--- src/rtl/btb_pkg.sv ---
package btb_pkg;
  typedef enum logic [1:0] {
    UPD_NONE    = 2'd0,
    UPD_INSTALL = 2'd1,
    UPD_DROP    = 2'd2
  } upd_kind_e;
endpackage

--- src/rtl/btb_entry_array.sv ---
module btb_entry_array
  import btb_pkg::*;
#(
  parameter int ENTRIES = 4,
  parameter int PC_W    = 32,
  parameter int INSTR_W = 32,
  parameter bit FOLD_EN = 1'b1
) (
  input  logic                              clk_i,
  input  logic                              rst_ni,
  input  upd_kind_e                         kind_i,
  input  logic [PC_W-1:0]                   upd_pc_i,
  input  logic [PC_W-1:0]                   upd_target_i,
  input  logic                              upd_uncond_i,
  input  logic [INSTR_W-1:0]                upd_instr_i,
  output logic [ENTRIES-1:0]                valid_o,
  output logic [ENTRIES-1:0][PC_W-1:0]      tag_o,
  output logic [ENTRIES-1:0][PC_W-1:0]      tgt_o,
  output logic [ENTRIES-1:0]                unc_o,
  output logic [ENTRIES-1:0][INSTR_W-1:0]   ins_o
);
  localparam int IDX_W = (ENTRIES > 1) ? $clog2(ENTRIES) : 1;
  localparam logic [IDX_W-1:0] LAST = IDX_W'(ENTRIES - 1);

  logic [ENTRIES-1:0]              valid_q;
  logic [ENTRIES-1:0][PC_W-1:0]    tag_q, tgt_q;
  logic [ENTRIES-1:0]              unc_q;
  logic [IDX_W-1:0]                rr_q;
  logic                            upd_hit;
  logic [IDX_W-1:0]                upd_idx;

  // write-side match, independent of the fetch-side compare
  always_comb begin
    upd_hit = 1'b0;
    upd_idx = '0;
    for (int i = ENTRIES - 1; i >= 0; i--) begin
      if (valid_q[i] && tag_q[i] == upd_pc_i) begin
        upd_hit = 1'b1;
        upd_idx = IDX_W'(i);
      end
    end
  end

  logic [IDX_W-1:0] wr_idx;
  assign wr_idx = upd_hit ? upd_idx : rr_q;

  always_ff @(posedge clk_i or negedge rst_ni) begin
    if (!rst_ni) begin
      valid_q <= '0;
      tag_q   <= '0;
      tgt_q   <= '0;
      unc_q   <= '0;
      rr_q    <= '0;
    end else begin
      unique case (kind_i)
        UPD_INSTALL: begin
          valid_q[wr_idx] <= 1'b1;
          tag_q[wr_idx]   <= upd_pc_i;
          tgt_q[wr_idx]   <= upd_target_i;
          unc_q[wr_idx]   <= upd_uncond_i;
          if (!upd_hit) rr_q <= (rr_q == LAST) ? '0 : rr_q + 1'b1;
        end
        UPD_DROP: if (upd_hit) valid_q[upd_idx] <= 1'b0;
        default: ;
      endcase
    end
  end

  generate
    if (FOLD_EN) begin : g_fold_store
      logic [ENTRIES-1:0][INSTR_W-1:0] ins_q;
      always_ff @(posedge clk_i or negedge rst_ni) begin
        if (!rst_ni) ins_q <= '0;
        else if (kind_i == UPD_INSTALL) ins_q[wr_idx] <= upd_instr_i;
      end
      assign ins_o = ins_q;
    end else begin : g_no_fold_store
      logic unused_instr;
      assign unused_instr = ^upd_instr_i;
      assign ins_o = '0;
    end
  endgenerate

  assign valid_o = valid_q;
  assign tag_o   = tag_q;
  assign tgt_o   = tgt_q;
  assign unc_o   = unc_q;
endmodule

--- src/rtl/btb_lookup.sv ---
module btb_lookup #(
  parameter int ENTRIES = 4,
  parameter int PC_W    = 32,
  localparam int IDX_W  = (ENTRIES > 1) ? $clog2(ENTRIES) : 1
) (
  input  logic [PC_W-1:0]              pc_i,
  input  logic [ENTRIES-1:0]           valid_i,
  input  logic [ENTRIES-1:0][PC_W-1:0] tag_i,
  output logic [ENTRIES-1:0]           match_o,
  output logic                         hit_o,
  output logic [IDX_W-1:0]             idx_o
);
  generate
    for (genvar g = 0; g < ENTRIES; g++) begin : g_cmp
      assign match_o[g] = valid_i[g] && (tag_i[g] == pc_i);
    end
  endgenerate

  always_comb begin
    idx_o = '0;
    for (int i = ENTRIES - 1; i >= 0; i--) begin
      if (match_o[i]) idx_o = IDX_W'(i);
    end
  end

  assign hit_o = |match_o;
endmodule

--- src/rtl/btb_next_pc.sv ---
module btb_next_pc #(
  parameter int ENTRIES = 4,
  parameter int PC_W    = 32,
  parameter int INSTR_W = 32,
  parameter int PC_STEP = 4,
  parameter bit FOLD_EN = 1'b1,
  localparam int IDX_W  = (ENTRIES > 1) ? $clog2(ENTRIES) : 1
) (
  input  logic [PC_W-1:0]                 pc_i,
  input  logic                            hit_i,
  input  logic [IDX_W-1:0]                idx_i,
  input  logic [ENTRIES-1:0][PC_W-1:0]    tgt_i,
  input  logic [ENTRIES-1:0]              unc_i,
  input  logic [ENTRIES-1:0][INSTR_W-1:0] ins_i,
  output logic [PC_W-1:0]                 target_o,
  output logic                            fold_o,
  output logic [INSTR_W-1:0]              fold_instr_o,
  output logic [PC_W-1:0]                 next_pc_o
);
  localparam logic [PC_W-1:0] STEP = PC_W'(PC_STEP);

  logic [PC_W-1:0] sel_tgt;
  logic            fold;

  assign sel_tgt  = tgt_i[idx_i];
  assign fold     = FOLD_EN && hit_i && unc_i[idx_i];
  assign target_o = hit_i ? sel_tgt : '0;
  assign fold_o   = fold;
  assign fold_instr_o = fold ? ins_i[idx_i] : '0;

  always_comb begin
    if (fold)       next_pc_o = sel_tgt + STEP;  // target word already delivered
    else if (hit_i) next_pc_o = sel_tgt;
    else            next_pc_o = pc_i + STEP;
  end
endmodule

--- src/rtl/btb_fold_top.sv ---
module btb_fold_top
  import btb_pkg::*;
#(
  parameter int ENTRIES = 4,
  parameter int PC_W    = 32,
  parameter int INSTR_W = 32,
  parameter int PC_STEP = 4,
  parameter bit FOLD_EN = 1'b1
) (
  input  logic               clk_i,
  input  logic               rst_ni,
  input  logic [PC_W-1:0]    fetch_pc_i,
  output logic               hit_o,
  output logic [PC_W-1:0]    target_o,
  output logic               fold_o,
  output logic [INSTR_W-1:0] fold_instr_o,
  output logic [PC_W-1:0]    next_pc_o,
  input  logic               upd_valid_i,
  input  logic [PC_W-1:0]    upd_pc_i,
  input  logic               upd_taken_i,
  input  logic [PC_W-1:0]    upd_target_i,
  input  logic               upd_uncond_i,
  input  logic [INSTR_W-1:0] upd_instr_i
);
  localparam int IDX_W = (ENTRIES > 1) ? $clog2(ENTRIES) : 1;

  upd_kind_e                         kind;
  logic [ENTRIES-1:0]                valid_vec;
  logic [ENTRIES-1:0][PC_W-1:0]      tag_vec, tgt_vec;
  logic [ENTRIES-1:0]                unc_vec;
  logic [ENTRIES-1:0][INSTR_W-1:0]   ins_vec;
  logic [ENTRIES-1:0]                match_vec;
  logic [IDX_W-1:0]                  hit_idx;
  logic                              hit;

  always_comb begin
    if (!upd_valid_i)     kind = UPD_NONE;
    else if (upd_taken_i) kind = UPD_INSTALL;
    else                  kind = UPD_DROP;
  end

  btb_entry_array #(
    .ENTRIES(ENTRIES), .PC_W(PC_W), .INSTR_W(INSTR_W), .FOLD_EN(FOLD_EN)
  ) u_array (
    .clk_i(clk_i), .rst_ni(rst_ni), .kind_i(kind),
    .upd_pc_i(upd_pc_i), .upd_target_i(upd_target_i),
    .upd_uncond_i(upd_uncond_i), .upd_instr_i(upd_instr_i),
    .valid_o(valid_vec), .tag_o(tag_vec), .tgt_o(tgt_vec),
    .unc_o(unc_vec), .ins_o(ins_vec)
  );

  btb_lookup #(.ENTRIES(ENTRIES), .PC_W(PC_W)) u_lookup (
    .pc_i(fetch_pc_i), .valid_i(valid_vec), .tag_i(tag_vec),
    .match_o(match_vec), .hit_o(hit), .idx_o(hit_idx)
  );

  btb_next_pc #(
    .ENTRIES(ENTRIES), .PC_W(PC_W), .INSTR_W(INSTR_W),
    .PC_STEP(PC_STEP), .FOLD_EN(FOLD_EN)
  ) u_next (
    .pc_i(fetch_pc_i), .hit_i(hit), .idx_i(hit_idx),
    .tgt_i(tgt_vec), .unc_i(unc_vec), .ins_i(ins_vec),
    .target_o(target_o), .fold_o(fold_o),
    .fold_instr_o(fold_instr_o), .next_pc_o(next_pc_o)
  );

  assign hit_o = hit;
endmodule

--- config.mk ---
export PLATFORM = sky130hd
export DESIGN_NAME = btb_fold_top
export DESIGN_NICKNAME = d
export VERILOG_FILES = /design/src/rtl/btb_pkg.sv /design/src/rtl/btb_entry_array.sv /design/src/rtl/btb_lookup.sv /design/src/rtl/btb_next_pc.sv /design/src/rtl/btb_fold_top.sv
export SDC_FILE = /design/constraint.sdc
export NUM_CORES = 1
export LEC_CHECK = 0
export ABC_AREA = 1
export BUFFER_PORTS_ARGS = -buffer_cell sky130_fd_sc_hd__buf_2
export CAP_MARGIN = 10
export CORE_MARGIN = 10
export CORE_UTILIZATION = 46
export CTS_BUF_LIST = sky130_fd_sc_hd__clkbuf_16
export CTS_CLUSTER_SIZE = 16
export DETAILED_ROUTE_END_ITERATION = 8
export HOLD_SLACK_MARGIN = 0.12
export PLACE_DENSITY = 0.62
export SLEW_MARGIN = 20
export SYNTH_ARGS = -nofsm -noshare
export SYNTH_HDL_FRONTEND = slang
export SYNTH_SLANG_ARGS = --single-unit
--- constraint.sdc ---
create_clock -name clk_i -period 10.7 [get_ports clk_i]
set_input_delay 2.14 -clock clk_i [delete_from_list [all_inputs] [get_ports clk_i]]
set_output_delay 2.14 -clock clk_i [all_outputs]
set_load 0.01 [all_outputs]
# [Yosys cells after proc, flatten, opt, wreduce, memory -nomap -nowiden]
# Index checks and enable logic that the tools add are counted.
[classes] n_addsub=3 order_cmp=5 n_eq_ne=12 muxes=38 bitwise_logic=4 n_reduce_logical=15
[op_table] cell="bitwise mux 128 bit" count=3
[op_table] cell="== test 32 bit" count=8
[op_table] cell="2-to-1 mux 32 bit" count=7
[op_table] cell="binary-select mux 32 bit (select 2 bit)" count=2
[op_table] cell="adder 32 x 3 -> 32 bit (second input constant)" count=2
[op_table] cell="demux 32 bit (select 2 bit)" count=1
[op_table] cell="2-to-1 mux 2 bit" count=12
[op_table] cell="logical AND 1 bit" count=11
[op_table] cell="less-than comparator 2 x 3 -> 1 bit (second input constant)" count=3
[op_table] cell="case mux 4 bit (2 select lines)" count=1
[op_table] cell="2-to-1 mux 1 bit" count=7
[op_table] cell="AND 4 bit" count=1
[op_table] cell="bitwise mux 4 bit" count=1
[op_table] cell="demux 1 bit (select 2 bit)" count=2
[op_table] cell="== test 2 bit (second input constant)" count=2
[op_table] cell=">= comparator 2 x 1 -> 1 bit (second input constant)" count=2
[op_table] cell="2-to-1 mux 4 bit" count=1
[op_table] cell="NOT 4 bit" count=1
[op_table] cell="bitwise OR 4 bit" count=1
[op_table] cell="AND reduction 2 bit" count=2
[op_table] cell="OR reduction 4 bit" count=1
[op_table] cell="adder 2 x 1 -> 2 bit (second input constant)" count=1
[op_table] cell="binary-select mux 1 bit (select 2 bit)" count=1
[op_table] cell="== test 2 x 1 -> 1 bit (second input constant)" count=1
[op_table] cell="3 further kinds" count=3
[totals] regBits=394 word_cells=92

# [Depth between registers and ports, before layout]
# Gate-level depths: netlist of the first run.
[logic_depth] depth_word=14 depth_mapped=27 mapped_depth_nobuf=25

# [Modules after synthesis]
# From an unflattened synthesis of the first run, not the netlist that was laid out.
[unflattened] cells_unflattened=4277 hier_area_um2=27445.1
[by_module_without_submodules] module="btb_entry_array" n_inst=1 cells_each=2674 area_per_inst_um2=20323.2 seq_area_each_um2=9859.5
[by_module_without_submodules] module="btb_next_pc" n_inst=1 cells_each=1142 area_per_inst_um2=5024.8 seq_area_each_um2=0.0
[by_module_without_submodules] module="btb_lookup" n_inst=1 cells_each=457 area_per_inst_um2=2079.5 seq_area_each_um2=0.0
[by_module_without_submodules] module="btb_fold_top" n_inst=1 cells_each=4 area_per_inst_um2=17.5 seq_area_each_um2=0.0

# [Worst setup path before layout of the first run]
# No wires, ideal clock.
[synth_path] kind="input-to-output" startpoint="input fetch_pc_i[31]" endpoint="output next_pc_o[14]" t_arrival_ns=4.495 required_ns=8.560 slack_ns=4.065 stages=22 cell_sequence="buf_4 > inv_2 > nor2_1 > nor2_1 > inv_1 > nor2_1 > nand2_1 > nor2_1 > nand4_2 > nand2_4 > nand2_4 > buf_2 > nand2_1 > nand3_1 > nand2_1 > ha_1 > nand2_1 > nor2_2 > nand2_2 > nor2_2 > nand2_1 > a31oi_1"
[synth_via] elab_chain_cells=10 elab_cells_between_ends=21 cone_classes="add/sub (1); eq/ne (4); mux (10); reduce/logical (6)"
[synth_rtl] element="start: declaration" line_no="btb_fold_top.sv:12" source="input logic [PC_W-1:0] fetch_pc_i,"
[synth_rtl] element="== test 32 bit" line_no="btb_lookup.sv:15" source="assign match_o[g] = valid_i[g] && (tag_i[g] == pc_i);"
[synth_rtl] element="logical AND 1 bit" line_no="btb_lookup.sv:15"
[synth_rtl] element="2-to-1 mux 2 bit (4 in a row)" line_no="btb_lookup.sv:22" source="if (match_o[i]) idx_o = IDX_W'(i);"
[synth_rtl] element="binary-select mux 32 bit (select 2 bit) / binary-select mux 1 bit (select 2 bit) (equally long branches)" line_no="btb_next_pc.sv:25, btb_next_pc.sv:26"
[synth_rtl] element="2-to-1 mux 32 bit (implied by the code) / 2-to-1 mux 1 bit (equally long branches)" line_no="btb_next_pc.sv:25, btb_next_pc.sv:26"
[synth_rtl] element="adder 32 x 3 -> 32 bit, or another cell as far along" line_no="btb_next_pc.sv:32" source="if (fold) next_pc_o = sel_tgt + STEP;"
[synth_rtl] element="2-to-1 mux 32 bit (*)" line_no="btb_next_pc.sv:32"
[synth_rtl] element="end: declaration" line_no="btb_fold_top.sv:17" source="output logic [PC_W-1:0] next_pc_o,"
# Mark *: on every way between the ends. The rest lies on a longest branch, timed or not. The select of a mux whose other input is x is not followed.

# [Worst setup path in the final report of the first run]
[layout_path] startpoint="input fetch_pc_i[4]" endpoint="output next_pc_o[1]"
# Same word-level chain as after synthesis.

==> results of run 1 <==
==> metal layers <==
| layer | wire (um) | up-vias | GRT usage (%) |
|---|---|---|---|
| met3 | 15800 | 320 | 12.9 |
| met2 | 48300 | 1579 | 51.1 |
| li1 | - | 12200 | - |
| met4 | 6560 | 16 | 17.9 |
| met5 | 96 | - | 0 |
| met1 | 49500 | 12800 | 50.0 |
==> critical path, stage by stage <==
cell	delay [ps]
buf_2	310
inv_1	180
nand2_1	130
nand2_1	60
nor2_1	330
nand2_1	110
nor2_1	120
nand2_1	60
nor2_1	90
nand2_1	80
nand2_1	100
nand2_4	370
nand2_4	480
buf_4	680
buf_4	580
nor2_1	90
o22ai_1	160
inv_1	150
nor2_1	370
o21bai_1	180
buf_2	180
==> cells by family (layout without fill, tap and decap cells) <==
logic type | count (synthesis) | after routing | share of synthesized area, %
AND/OR/NAND/NOR | 1930 | 1930 | 33.3
AO/OA/AOI/OAI | 650 | 650 | 13.6
buffers and inverters | 640 | 791 | 10.3
flip-flops | 394 | 394 | 39.3
XOR/XNOR | 95 | 95 | 3.38
adder cells (fa/ha/maj) | 3 | 3 | 0.150
multiplexers | 1 | 1 | 0.0449
other | 0 | 7 | 0
==> sequential cells by signal, indices dropped and copies added, names as in the netlist <==
register / cells
u_array.ins_o: 128
u_array.rr_q: 2
u_array.tag_o: 128
u_array.tgt_o: 128
u_array.unc_o: 4
u_array.valid_o: 4
==> worst paths after layout <==
kind,startpoint,endpoint,slack [ps],depth (start not counted)
max,fetch_pc_i[4],next_pc_o[1],1490,21
max in group asynchronous,rst_ni,u_array.tag_o[13],7120,3
min in group asynchronous,rst_ni,u_array.ins_o[38],1510,1
min reg2reg,u_array.ins_o[58],u_array.ins_o[58],480,2
min,u_array.ins_o[58],u_array.ins_o[58],480,2
max reg2reg,u_array.tag_o[7],u_array.tgt_o[8],5160,14
==> metrics by stage <==
stage / total power [uW] / hold slack (ps) / setup slack (ps) / cells / cell area, um2
2_1_floorplan: 4520 / 444 / 4070 / 3713 / 25100
3_3_place_gp: 5830 / 456 / 1910 / 4483 / 26500
3_5_place_dp: 5830 / 466 / 1820 / 4483 / 26500
4_1_cts: 7370 / 481 / 1820 / 4558 / 27900
5_1_grt: 7940 / 496 / 1280 / 4561 / 28000
6_report: 7540 / 477 / 1490 / 4567 / 28000
==> where the power goes <==
group | switching (uW) | internal [uW] | leakage (uW)
sequential | 766 | 2200 | 0.00488
combinational | 2130 | 919 | 0.00848
clock | 675 | 841 | 0.000720
total | 3580 | 3960 | 0.0141
==> cells in the mapped netlist (3+ instances only) <==
| cell type | instances | share of area [%] |
|---|---|---|
| or2_2 | 12 | 0.30 |
| o21bai_1 | 3 | 0.090 |
| o22ai_1 | 7 | 0.17 |
| buf_1 | 10 | 0.15 |
| o2111ai_1 | 11 | 0.38 |
| o211ai_1 | 4 | 0.12 |
| nor4_1 | 41 | 1.0 |
| or2_1 | 3 | 0.075 |
| clkbuf_1 | 95 | 1.4 |
| and2_1 | 7 | 0.17 |
| a211oi_1 | 4 | 0.12 |
| nor2_4 | 9 | 0.40 |
| nand2_2 | 17 | 0.42 |
| a32oi_1 | 6 | 0.21 |
| a21oi_1 | 97 | 1.9 |
| nor3_1 | 71 | 1.4 |
| inv_2 | 36 | 0.54 |
| o21ai_1 | 8 | 0.16 |
| nand3_1 | 183 | 3.7 |
| buf_6 | 10 | 0.45 |
| nor2_1 | 353 | 5.3 |
| nor3b_1 | 9 | 0.27 |
| xor2_1 | 59 | 2.1 |
| ha_1 | 3 | 0.15 |
| nor2_2 | 8 | 0.20 |
| a31oi_1 | 7 | 0.17 |
| dfrtp_1 | 394 | 39 |
| o21ai_0 | 492 | 9.8 |
| buf_2 | 56 | 1.1 |
| nand2_1 | 1065 | 16 |
| buf_4 | 7 | 0.21 |
| inv_1 | 424 | 6.3 |
| xnor2_1 | 34 | 1.2 |
| nand3b_1 | 33 | 0.99 |
| nand4_1 | 104 | 2.6 |
| o21ai_2 | 3 | 0.10 |
==> cell type report <==
type | instances | area (um2)
well taps | 696 | 871
flip-flops and latches | 394 | 9860
repair buffers | 254 | 1380
inverters | 462 | 1730
multi-input cells | 2679 | 12700
clock inverters | 30 | 269
diodes | 7 | 17.5
fillers | 5552 | 26000
clock buffers | 45 | 1130
==> results.sh, run 1 <==
export IMPL_nNetsFinal=3972
export IMPL_syn2layout_area_growth_pct=11.5
export IMPL_grt_pass1_wl_mm=173
export IMPL_place_congestion=1.15
export IMPL_powerDensity_nw_per_um2=270
export IMPL_hold_viol_final=0
export IMPL_end_kind="primary output"
export IMPL_grt_setup_unrepaired="false"
export IMPL_drv_slew=0
export IMPL_start_util_pct=46.5
export IMPL_die_height_um=254
export IMPL_yosys_warnings=0
export IMPL_syn_inst=3713
export IMPL_grt_max_degree=150
export IMPL_ys_ff_latch=394
export IMPL_period_minus_slack_ps=9210
export IMPL_dieArea_um2=64300
export IMPL_cts_resized=0
export IMPL_max_freq_ghz=0.109
export IMPL_final_cell_mix="nand2_1 (1064), o21ai_0 (492), inv_1 (431)"
export IMPL_path_clk_slew_ps=60
export IMPL_wl_per_cell_um=26.3
export IMPL_maxCapViolations=0
export IMPL_syn_area_um2=25100
export IMPL_hpwl_mm=94.3
export IMPL_syn_mean_instance_area_um2=6.76
export IMPL_synth_edf_count=0
export IMPL_final_util_pct=51.9
export IMPL_setup_viol=0
export IMPL_htree_levels=2
export IMPL_synthesis_nets=3849
export IMPL_dr_first_iter_drc_count=3597
export IMPL_post_route_drc_count=0
export IMPL_final_setup_tns_ps=0
export IMPL_worstPathRequired_ps=8560
export IMPL_drtPass1Iterations=8
export IMPL_crit_path_start_kind="input port"
export IMPL_drtAntennaViolNets=0
export IMPL_hold_class="reg -> reg"
export IMPL_outcome="completed"
export IMPL_dieWidth_um=254
export IMPL_post_route_period_util_pct=86.1
export IMPL_drive_gt1_share_pct=10.9
export IMPL_cts_made_buffers=45
export IMPL_power_leakage_uw=0.0141
export IMPL_cp_arrival_ps=7070
export IMPL_ir_worst_vdd_v=0.000182
export IMPL_wl_mm=120
export IMPL_grt_pass1_vias=25200
export IMPL_cts_setup_buffers=0
export IMPL_insertion_delay_ps=630
export IMPL_grt_usage_pct=36.8
export IMPL_hold_buffers=0
export IMPL_fin_worst_skew_ps=48.7
export IMPL_final_common_cell="nand2_1"
export IMPL_critical_path_class="in -> out"
export IMPL_tightest_slew_ps=1230
export IMPL_rows=85
export IMPL_dr_total_vias=27000
export IMPL_io_buffers=230
export IMPL_viasPerCell=5.90
export IMPL_synth_async_sr_flop_share_pct=100
export IMPL_cts_path_max_buffers=3
export IMPL_yosysUniqueCellTypes=56
export IMPL_synthFlopType="dfrtp_1"
export IMPL_grt_ovfl_total=0
export IMPL_ios=231
export IMPL_core_area_um2=53900
export IMPL_grt_antenna_before_repair=14
export IMPL_root_buffer="clkbuf_16"
export IMPL_cts_num_sinks=394
export IMPL_cts_tree="done"
export IMPL_slew_headroom_pct=17.6
export IMPL_crit_fanout=73
export IMPL_ys_seq_area_share_pct=39.3
Power figures use the tool's default switching activity.
==> inputs of run 2 (changes only) <==
--- a/config.mk
+++ b/config.mk
@@ -18,4 +18,5 @@
 export SLEW_MARGIN = 20
 export SYNTH_ARGS = -nofsm -noshare
 export SYNTH_HDL_FRONTEND = slang
+export SYNTH_HIERARCHICAL = 1
 export SYNTH_SLANG_ARGS = --single-unit
==> run 2 against run 1 <==
Power up 2.1%. Critical path type unchanged. Critical path depth rose by 3. Largest power group unchanged. Synthesized cell count grew 15%. Critical endpoint is now next_pc_o[30]. Clock skew shrank 29 ps.
==> results.sh, run 2 <==
export IMPL_outcome="completed"
export IMPL_holdWs_ps=464
export IMPL_drv_slew=0
export IMPL_tightest_slew_ps=1040
export IMPL_synth_most_common_cell="nand2_1"
export IMPL_post_route_drc_count=0
export IMPL_crit_path_start_kind="input port"
export IMPL_drtPass1Iterations=6
export IMPL_post_route_period_util_pct=82.0
export IMPL_dr_first_iter_drc_count=3202
export IMPL_htree_levels=2
export IMPL_cts_setup_buffers=0
export IMPL_rows=89
export IMPL_total_power_uw=7700
export IMPL_syn2layout_area_growth_pct=9.46
export IMPL_grt_pass1_wl_mm=178
export IMPL_root_buffer="clkbuf_16"
export IMPL_final_common_cell="nand2_1"
export IMPL_grt_max_degree=142
export IMPL_path_clk_slew_ps=50
export IMPL_rr_startpoint="u_array/tag_o[10]"
export IMPL_start_util_pct=46.5
export IMPL_slew_headroom_pct=30.2
export IMPL_cts_num_sinks=394
export IMPL_core_area_um2=59000
export IMPL_cts_resized=0
export IMPL_wl_per_cell_um=23.4
export IMPL_fin_worst_skew_ps=20.0
export IMPL_ir_worst_vdd_v=0.000165
export IMPL_drtAntennaViolNets=0
export IMPL_hpwl_mm=86.4
export IMPL_fill_cells=6329
export IMPL_synth_async_sr_flop_share_pct=100
export IMPL_syn_area_um2=27400
export IMPL_synth_largest_area_cell="dfrtp_1"
export IMPL_r2r_slack_ps=6000
export IMPL_io_buffers=230
export IMPL_cts_tree="done"
export IMPL_setup_viol=0
export IMPL_powerDensity_nw_per_um2=256
export IMPL_drive_gt1_share_pct=9.61
export IMPL_synthFlopType="dfrtp_1"
export IMPL_worstPathRequired_ps=8560
export IMPL_crit_fanout=48
export IMPL_dieWidth_um=264
export IMPL_viasPerCell=5.60
export IMPL_grt_usage_pct=33.3
export IMPL_yosys_warnings=6
export IMPL_final_setup_tns_ps=0
export IMPL_ys_ff_latch=394
export IMPL_grt_setup_unrepaired="false"
export IMPL_rr_worst_depth=14
export IMPL_final_cell_mix="nand2_1 (1660), nor2_1 (427), inv_1 (409)"
export IMPL_cp_arrival_ps=6630
export IMPL_power_leakage_uw=0.0160
export IMPL_synthTopCellsByArea="dfrtp_1 (36%), nand2_1 (23%), nand3_1 (6.3%)"
export IMPL_cts_path_max_buffers=3
export IMPL_grt_antenna_before_repair=8
export IMPL_insertion_delay_ps=610
export IMPL_hold_buffers=0
export IMPL_nNetsFinal=4482
export IMPL_hp_start="u_array/ins_o[103]"
export IMPL_max_freq_ghz=0.114
export IMPL_cts_made_buffers=47
export IMPL_syn_mean_instance_area_um2=6.42
export IMPL_r2r_end="u_array/tag_o[6]"
export IMPL_place_congestion=1.05
export IMPL_ys_seq_area_share_pct=35.9
export IMPL_final_util_pct=50.9
export IMPL_grt_ovfl_total=0
export IMPL_period_minus_slack_ps=8770
export IMPL_synth_edf_count=0
export IMPL_syn_inst=4277
export IMPL_min_to="u_array/ins_o[103]"
export IMPL_maxCapViolations=0
export IMPL_ys_top_cells_by_count="nand2_1 (1660), nor2_1 (429), inv_1 (400)"
export IMPL_critical_path_class="in -> out"
export IMPL_register_area_um2=9860
export IMPL_dr_total_vias=28900
export IMPL_multi_input_comb_area_um2=14600
export IMPL_synth_top_area_share_pct=35.9
export IMPL_hold_class="reg -> reg"
export IMPL_wl_mm=121
export IMPL_dieArea_um2=69800
export IMPL_ios=231
export IMPL_hold_viol_final=0
export IMPL_min_path_cells=2
export IMPL_grt_pass1_vias=26700
export IMPL_yosysUniqueCellTypes=45
export IMPL_end_kind="primary output"
export IMPL_synthesis_nets=4413
export IMPL_die_height_um=264
==> run 2: cell count changes after synthesis, moves of 44 or more <==
cell and delta:
buf_2 +79, nand3_1 +164, o21bai_1 +193, o21ai_0 -339, nor2_1 +76, nand2_1 +595, nor3_1 -52, clkbuf_1 -44
==> run 2: cell type report <==
type,instances,area share (%)
Clock buffer,48,4.00
Clock inverter,35,0.716
Multi-Input combinational cell,3187,48.7
Sequential cell,394,32.8
Tap cell,773,3.22
Inverter,451,5.67
Antenna cell,3,0.0250
Timing Repair Buffer,265,4.86
==> run 2: layer usage <==
| metal | wire, um | global-route usage (%) | share of wire, % |
|---|---|---|---|
| met1 | 52000 | 46.6 | 43 |
| met2 | 52900 | 50.6 | 44 |
| met3 | 11900 | 6.82 | 9.9 |
| met4 | 3970 | 10.3 | 3.3 |
| met5 | 81 | 0 | 0.067 |
==> run 2: worst max path at each step <==
stage / from / to / slack [ps] / cells after the start
6_report: fetch_pc_i[19] / next_pc_o[30] / 1930 / 24
5_1_grt: fetch_pc_i[19] / next_pc_o[30] / 1650 / 23
4_1_cts: fetch_pc_i[19] / next_pc_o[30] / 2040 / 24
3_5_place_dp: fetch_pc_i[19] / next_pc_o[30] / 2070 / 24
3_3_place_gp: fetch_pc_i[10] / next_pc_o[30] / 2050 / 24
2_1_floorplan: fetch_pc_i[0] / next_pc_o[10] / 3920 / 20
==> run 2: through the flow <==
step	cell area, um2	std cells	worst slack (ps)
2_1_floorplan	27400	4277	3920
6_report	30000	5156	1930
5_1_grt	30000	5154	1650
4_1_cts	30000	5153	2040
3_3_place_gp	28600	5070	2050
3_5_place_dp	28600	5070	2070
==> run 2: critical path, stage by stage <==
cell and delay, ps:
buf_2 220, inv_1 210, nand2_1 120, o21ai_0 90, nor2_1 120, nand2_1 90, nor2_1 140, nand4_1 290
nand2_1 220, nor2_4 60, clkinv_2 580, buf_4 550, o211ai_1 170, nand2_1 160, ha_1 190, nand2_1 90
nor2_2 130, nand2_2 160, nor2_1 300, nand2_1 90, nand2_1 60, nand3_1 110, nand2_1 130, buf_2 150
==> run 2: power breakdown <==
part | switching [uW] | total, uW | internal [uW]
combinational | 2160 | 3210 | 1050
sequential | 767 | 2960 | 2200
clock | 695 | 1530 | 835
total | 3620 | 7700 | 4080
==> run 2: cells by family (layout without fill, tap and decap cells) <==
group,after synthesis,in the layout,synth area share (%)
compound gates,448,448,10.2
xor+xnor,93,93,2.97
fa+ha+maj,3,3,0.137
buf+inv,696,799,11.0
flops,394,394,35.9
other cells,0,3,0
simple gates,2643,2643,39.8
